File: config.mk
export PLATFORM = sky130hd
export DESIGN_NAME = tlb_lookup_top
export DESIGN_NICKNAME = d
export VERILOG_FILES = /design/src/rtl/tlb_pkg.sv /design/src/rtl/tlb_slot_store.sv /design/src/rtl/tlb_match.sv /design/src/rtl/tlb_resolve.sv /design/src/rtl/tlb_lookup_top.sv
export SDC_FILE = /design/constraint.sdc
export NUM_CORES = 2
export LEC_CHECK = 0
export ABC_AREA = 1
export BUFFER_PORTS_ARGS = -buffer_cell sky130_fd_sc_hd__buf_2
export CAP_MARGIN = 15
export CORE_ASPECT_RATIO = 0.7
export CORE_MARGIN = 8
export CORE_UTILIZATION = 57
export DETAILED_ROUTE_END_ITERATION = 12
export HOLD_SLACK_MARGIN = 0.06
export PLACE_DENSITY = 0.77
export REMOVE_ABC_BUFFERS = 1
export SLEW_MARGIN = 20
export SYNTH_ARGS = -nofsm -noshare
export SYNTH_HDL_FRONTEND = slang
export SYNTH_HIERARCHICAL = 1
export SYNTH_SLANG_ARGS = --single-unit
File: constraint.sdc
create_clock -name clk -period 3.6 [get_ports clk]
set_input_delay 0.18 -clock clk [delete_from_list [all_inputs] [get_ports clk]]
set_output_delay 0.18 -clock clk [all_outputs]
set_load 0.005 [all_outputs]
File: src/rtl/tlb_pkg.sv
package tlb_pkg;
  localparam int VA_W    = 32;
  localparam int PG_BITS = 12;
  localparam int ASID_W  = 8;
  localparam int PFN_W   = VA_W - PG_BITS;
  localparam int TAG_W   = VA_W - PG_BITS - 1;

  typedef enum logic [2:0] {
    RES_MATCH   = 3'd0,
    RES_BADADDR = 3'd1,
    RES_NOMATCH = 3'd2,
    RES_INVALID = 3'd3,
    RES_DIRTY   = 3'd4
  } res_code_e;

  typedef struct packed {
    logic [TAG_W-1:0]  tag;
    logic [ASID_W-1:0] asid;
    logic              glob;
    logic [PFN_W-1:0]  pfn_e;
    logic              v_e;
    logic              d_e;
    logic [PFN_W-1:0]  pfn_o;
    logic              v_o;
    logic              d_o;
  } slot_t;
endpackage

File: src/rtl/tlb_slot_store.sv
module tlb_slot_store
  import tlb_pkg::*;
#(
  parameter int ENTRIES = 16,
  localparam int IDX_W = $clog2(ENTRIES)
) (
  input  logic                    clk,
  input  logic                    rst,
  input  logic                    we,
  input  logic [IDX_W-1:0]        widx,
  input  slot_t                   wdata,
  output slot_t [ENTRIES-1:0]     slots,
  output logic  [ENTRIES-1:0]     live
);
  // Every slot feeds a comparator each cycle, so storage is flops, not RAM.
  always_ff @(posedge clk) begin
    for (int i = 0; i < ENTRIES; i++) begin
      if (we && widx == IDX_W'(i)) slots[i] <= wdata;
    end
  end

  always_ff @(posedge clk) begin
    if (rst) begin
      live <= '0;
    end else begin
      for (int i = 0; i < ENTRIES; i++) begin
        if (we && widx == IDX_W'(i)) live[i] <= 1'b1;
      end
    end
  end

  AST_FILL_LIVE: assert property (@(posedge clk) disable iff (rst)
    we |=> live[$past(widx)]);
  AST_FILL_DATA: assert property (@(posedge clk) disable iff (rst)
    we |=> slots[$past(widx)] == $past(wdata));
endmodule

File: src/rtl/tlb_match.sv
module tlb_match
  import tlb_pkg::*;
#(
  parameter int ENTRIES = 16,
  localparam int IDX_W = $clog2(ENTRIES)
) (
  input  logic                clk,
  input  logic                rst,
  input  slot_t [ENTRIES-1:0] slots,
  input  logic  [ENTRIES-1:0] live,
  input  logic  [VA_W-1:0]    vaddr,
  input  logic  [ASID_W-1:0]  asid,
  output logic                hit_any,
  output logic  [IDX_W-1:0]   sel_idx,
  output slot_t               sel_slot
);
  logic [ENTRIES-1:0] hit;

  for (genvar g = 0; g < ENTRIES; g++) begin : g_cmp
    assign hit[g] = live[g]
                  && (slots[g].tag == vaddr[VA_W-1:PG_BITS+1])
                  && (slots[g].glob || slots[g].asid == asid);
  end

  always_comb begin
    sel_idx = '0;
    for (int i = ENTRIES - 1; i >= 0; i--) begin
      if (hit[i]) sel_idx = IDX_W'(i);
    end
  end

  assign hit_any  = |hit;
  assign sel_slot = slots[sel_idx];

  AST_PICKED_HITS: assert property (@(posedge clk) disable iff (rst)
    hit_any |-> hit[sel_idx]);
  AST_NONE_BELOW: assert property (@(posedge clk) disable iff (rst)
    hit_any |-> (hit & ((ENTRIES'(1) << sel_idx) - ENTRIES'(1))) == '0);
endmodule

File: src/rtl/tlb_resolve.sv
module tlb_resolve
  import tlb_pkg::*;
(
  input  logic            hit_any,
  input  slot_t           slot,
  input  logic [VA_W-1:0] vaddr,
  input  logic            is_wr,
  output res_code_e       code,
  output logic [VA_W-1:0] paddr,
  output logic            rd_ok,
  output logic            wr_ok
);
  logic             odd;
  logic [PFN_W-1:0] pfn;
  logic             v, d;

  assign odd = vaddr[PG_BITS];
  assign pfn = odd ? slot.pfn_o : slot.pfn_e;
  assign v   = odd ? slot.v_o   : slot.v_e;
  assign d   = odd ? slot.d_o   : slot.d_e;

  always_comb begin
    code  = RES_MATCH;
    paddr = '0;
    rd_ok = 1'b0;
    wr_ok = 1'b0;
    if (!hit_any) begin
      code = RES_NOMATCH;
    end else if (!v) begin
      code = RES_INVALID;
    end else if (is_wr && !d) begin
      code = RES_DIRTY;
    end else begin
      paddr = {pfn, vaddr[PG_BITS-1:0]};
      rd_ok = 1'b1;
      wr_ok = d;
    end
  end
endmodule

File: src/rtl/tlb_lookup_top.sv
module tlb_lookup_top
  import tlb_pkg::*;
#(
  parameter int ENTRIES = 16,
  localparam int IDX_W = $clog2(ENTRIES)
) (
  input  logic              clk,
  input  logic              rst,
  input  logic              lk_valid,
  input  logic [VA_W-1:0]   lk_vaddr,
  input  logic              lk_write,
  input  logic [VA_W-1:0]   lk_ctx,
  input  logic              fill_en,
  input  logic [IDX_W-1:0]  fill_idx,
  input  logic [TAG_W-1:0]  fill_tag,
  input  logic [ASID_W-1:0] fill_asid,
  input  logic              fill_glob,
  input  logic [PFN_W-1:0]  fill_pfn_e,
  input  logic              fill_v_e,
  input  logic              fill_d_e,
  input  logic [PFN_W-1:0]  fill_pfn_o,
  input  logic              fill_v_o,
  input  logic              fill_d_o,
  output logic              rs_valid,
  output logic [2:0]        rs_code,
  output logic [VA_W-1:0]   rs_paddr,
  output logic              rs_rd_ok,
  output logic              rs_wr_ok
);
  slot_t                fill_slot;
  slot_t [ENTRIES-1:0]  slots;
  logic  [ENTRIES-1:0]  live;
  logic                 hit_any;
  logic  [IDX_W-1:0]    sel_idx;
  slot_t                sel_slot;
  res_code_e            nxt_code;
  logic  [VA_W-1:0]     nxt_paddr;
  logic                 nxt_rd, nxt_wr;

  assign fill_slot = '{tag: fill_tag, asid: fill_asid, glob: fill_glob,
                       pfn_e: fill_pfn_e, v_e: fill_v_e, d_e: fill_d_e,
                       pfn_o: fill_pfn_o, v_o: fill_v_o, d_o: fill_d_o};

  tlb_slot_store #(.ENTRIES(ENTRIES)) store_i (
    .clk(clk), .rst(rst), .we(fill_en), .widx(fill_idx), .wdata(fill_slot),
    .slots(slots), .live(live)
  );

  tlb_match #(.ENTRIES(ENTRIES)) match_i (
    .clk(clk), .rst(rst), .slots(slots), .live(live), .vaddr(lk_vaddr),
    .asid(lk_ctx[ASID_W-1:0]), .hit_any(hit_any), .sel_idx(sel_idx),
    .sel_slot(sel_slot)
  );

  tlb_resolve resolve_i (
    .hit_any(hit_any), .slot(sel_slot), .vaddr(lk_vaddr), .is_wr(lk_write),
    .code(nxt_code), .paddr(nxt_paddr), .rd_ok(nxt_rd), .wr_ok(nxt_wr)
  );

  always_ff @(posedge clk) begin
    if (rst) begin
      rs_valid <= 1'b0;
      rs_code  <= RES_NOMATCH;
      rs_paddr <= '0;
      rs_rd_ok <= 1'b0;
      rs_wr_ok <= 1'b0;
    end else begin
      rs_valid <= lk_valid;
      if (lk_valid) begin
        rs_code  <= nxt_code;
        rs_paddr <= nxt_paddr;
        rs_rd_ok <= nxt_rd;
        rs_wr_ok <= nxt_wr;
      end
    end
  end

  AST_RES_FOLLOWS: assert property (@(posedge clk) disable iff (rst)
    lk_valid |=> rs_valid);
  AST_RES_IDLE: assert property (@(posedge clk) disable iff (rst)
    !lk_valid |=> !rs_valid);
  AST_FAULT_NO_PERM: assert property (@(posedge clk) disable iff (rst)
    (rs_valid && rs_code != 3'd0) |-> (!rs_rd_ok && !rs_wr_ok && rs_paddr == '0));
  AST_WR_IMPLIES_RD: assert property (@(posedge clk) disable iff (rst)
    (rs_valid && rs_wr_ok) |-> (rs_rd_ok && rs_code == 3'd0));
  AST_OFFSET_KEPT: assert property (@(posedge clk) disable iff (rst)
    (lk_valid && nxt_code == RES_MATCH) |=> rs_paddr[PG_BITS-1:0] == $past(lk_vaddr[PG_BITS-1:0]));
  AST_STORE_NEEDS_D: assert property (@(posedge clk) disable iff (rst)
    (lk_valid && lk_write && nxt_code == RES_MATCH) |=> rs_wr_ok);
  AST_CODE_LEGAL: assert property (@(posedge clk) disable iff (rst)
    rs_valid |-> (rs_code inside {3'd0, 3'd2, 3'd3, 3'd4}));
endmodule

==> impl_results.md <==
- Status: finished with violations
- Failing checks: setup timing
- Register area: 35700 sq um
- Routed WL per cell: 24.8 um
- Clock Pin Slew Worst Setup and Hold Paths: 0.06 ns
- Reg power frac: 52.8%
- Register-to-Register Path Depth: 34
- Number of synthesis warnings: 6
- Max FO, Critical Path: 8
- Post-route insts no fill: 7284
- Final period utilization: 117%
- Hold Worst Slack: 0.116 ns
- Clock share of power: 40.7%
- Max incr delay on CP: 0.61 ns
- Final global-route overflow total: 0
- Vias per cell: 6.04
- Slew headroom: 26.5%
- Core box area: 95600 sq um
- Multi-input logic area: 16400 sq um
- Chip height: 275 um
- Max-cap violations: 0
- Setup violators final: 37
- Worst hold-check path type: primary input to register
- Critical-path top delay cell: nor4_1
- Met3 WL: 28500 um
- Pre-CTS setup slack: -0.768 ns
- Final WS setup: -0.608 ns
- IO Pins: 183
- P_sw: 6640 uW
- Critical path launch point type: register
- Share of post-route cells with drive strength above 1: 19.7%
- Critical path arrival: 4.83 ns
- Routed Antenna Nets: 0
- M1 wire length: 68200 um
- CTS sink cnt: 1206
- Final HPWL DP: 109000 um
- Starting Density: 57.3%
- Full die area: 106000 sq um
- Largest net degree at the start of global routing: 86
- Sw Ratio: 22.2%
- Final Hold Viols: 0
- Total power: 29800 uW
- Cell count after synthesis: 5268
- PwrDens: 449 nW/um^2
- Clk buf depth: 3
- Row cnt: 95
- Met2 WL: 76400 um
- Tmin final: 4.21 ns
- DRC Markers: 0
- Routability Congestion: 0.996
- TritonCTS clock tree: yes
- Critical Path Stages: 34
- Number of global-route vias before repair: 41900
- Final core occ: 69.5%
- 1st-pass router iterations: 8
- H-tree level count: 3
- RSZ-0062 raised after global routing: true
- First-pass GRT wire length: 261000 um
- Area Growth Syn to Fin: 21.3%
- Max Freq: 238 MHz
- Hold Path Cell Cnt: 3
- Top cell by count, worst path: nand2_1
- Slew @ Worst Pin: 1.10 ns
- Port Buffers: 158
- Internal power: 23200 uW
- Iter 0 DRT Violations: 7308
- Clock latency on the worst-skew pair: 0.73 ns
- Skew final: 0.0327 ns
- Mean post-synth cell area: 10.4 sq um
- Max Transition Viols Final: 0
- Die Wd: 386 um
- Nets: 6066
- Static leakage: 0.0269 uW
- Mapped cell area: 54800 sq um
- Num CTS Buffers: 112
- Filler cells: 6633
- Delay-heaviest family, CP: simple AND/OR/NAND/NOR gates
- GR Util All Layers: 32.5%
- Highest routed layer: met5
- WL final: 181000 um
- CTS root buf: clkbuf_16
- DP Cell Count: 6944
- Logic pwr share: 6.5%
- Worst path bufs/invs: 5
- DR vias: 44000
- CP Class: register to register
- CP Capture Type: register
- Initial antenna violation count: 10
- WP data required: 4.22 ns
- Max IR drop VDD: 483 uV
-- metrics by stage --
step                cell area [sq um]  setup TNS, ns
finish                          66400         -20.67
global route                    66400         -29.06
CTS                             65800         -15.47
detailed placement              60600         -23.67
global placement                60600         -23.23
floorplan                       53000        -372.37
-- power groups by stage --
stage	combinational [uW]	sequential, uW	clock (uW)
after floorplan	646	16000	0
after global placement	1710	16000	0
after detailed placement	1740	16100	0
after CTS	1840	15800	12200
after global routing	2020	15800	12700
final	1930	15800	12100
-- final cells by class --
class / instances / area share [%]
Sequential cell: 1206 / 53.7
Multi-Input combinational cell: 3339 / 24.6
Timing Repair Buffer: 852 / 11.3
Clock buffer: 157 / 4.72
Inverter: 410 / 2.38
Tap cell: 1261 / 2.38
Clock inverter: 54 / 0.904
Antenna cell: 5 / 0.0188
-- worst reg2reg max path: cells and delay by family, from the launching register on --
| family | cells | cell delay (ns) |
|---|---|---|
| buffers and inverters | 5 | 0.67 |
| DFF | 1 | 0.38 |
| and+or+nand+nor | 29 | 3.06 |
-- registers in the layout (all words and copies together), names as in the netlist --
signal	count
rs_rd_ok	1
rs_code	3
store_i/slots	1152
rs_wr_ok	1
store_i/live	16
rs_valid	1
rs_paddr	32
-- path summary, 6_finish.rpt --
path | to | startpoint | slack, ns
min reg2reg | rs_paddr[27] | rs_paddr[27] | 0.47
min | rs_paddr[6] | lk_valid | 0.12
max reg2reg | rs_paddr[21] | store_i/slots[846] | -0.61
max | rs_paddr[21] | store_i/slots[846] | -0.61
-- layer usage --
layer  GRT usage (%)  vias up
li1                -    19200
met1            45.2    20700
met2            48.0     3494
met3            10.6      597
met4            11.6        6
met5               0        -
-- placed cells by master (no fill, tap or decap), types with 11 or more instances in the layout --
cell              n
a21boi_0         17
a21oi_1          17
buf_12           75
buf_2           158
buf_4           500
buf_6            14
bufinv_16        11
clkbuf_1         32
clkbuf_16       122
clkinv_1         16
clkinv_2         23
dfxtp_1          54
dlygate4sd3_1    90
edfxtp_1       1152
inv_1           360
inv_2            31
inv_4            16
nand2_1        1607
nand2_2          24
nand3_1         640
nand3_2          24
nand3b_1         60
nand4_1         134
nor2_1          271
nor2_2           17
nor2_4           18
nor3_1           45
nor4_1           35
o2111ai_1        12
o21ai_0          39
o22ai_1          11
or2_2            97
xnor2_1          83
xor2_1           75
-- timing repair --
item | in CTS | in global routing
hold endpoints to repair | 1047 | 0
gates cloned | 6 | 7
pin swaps | 34 | 52
hold buffers | 90 | 0
setup buffers | 10 | 16
gates resized for setup | 79 | 97
setup endpoints to repair | 37 | 37
(Power assumes the default switching activity.)
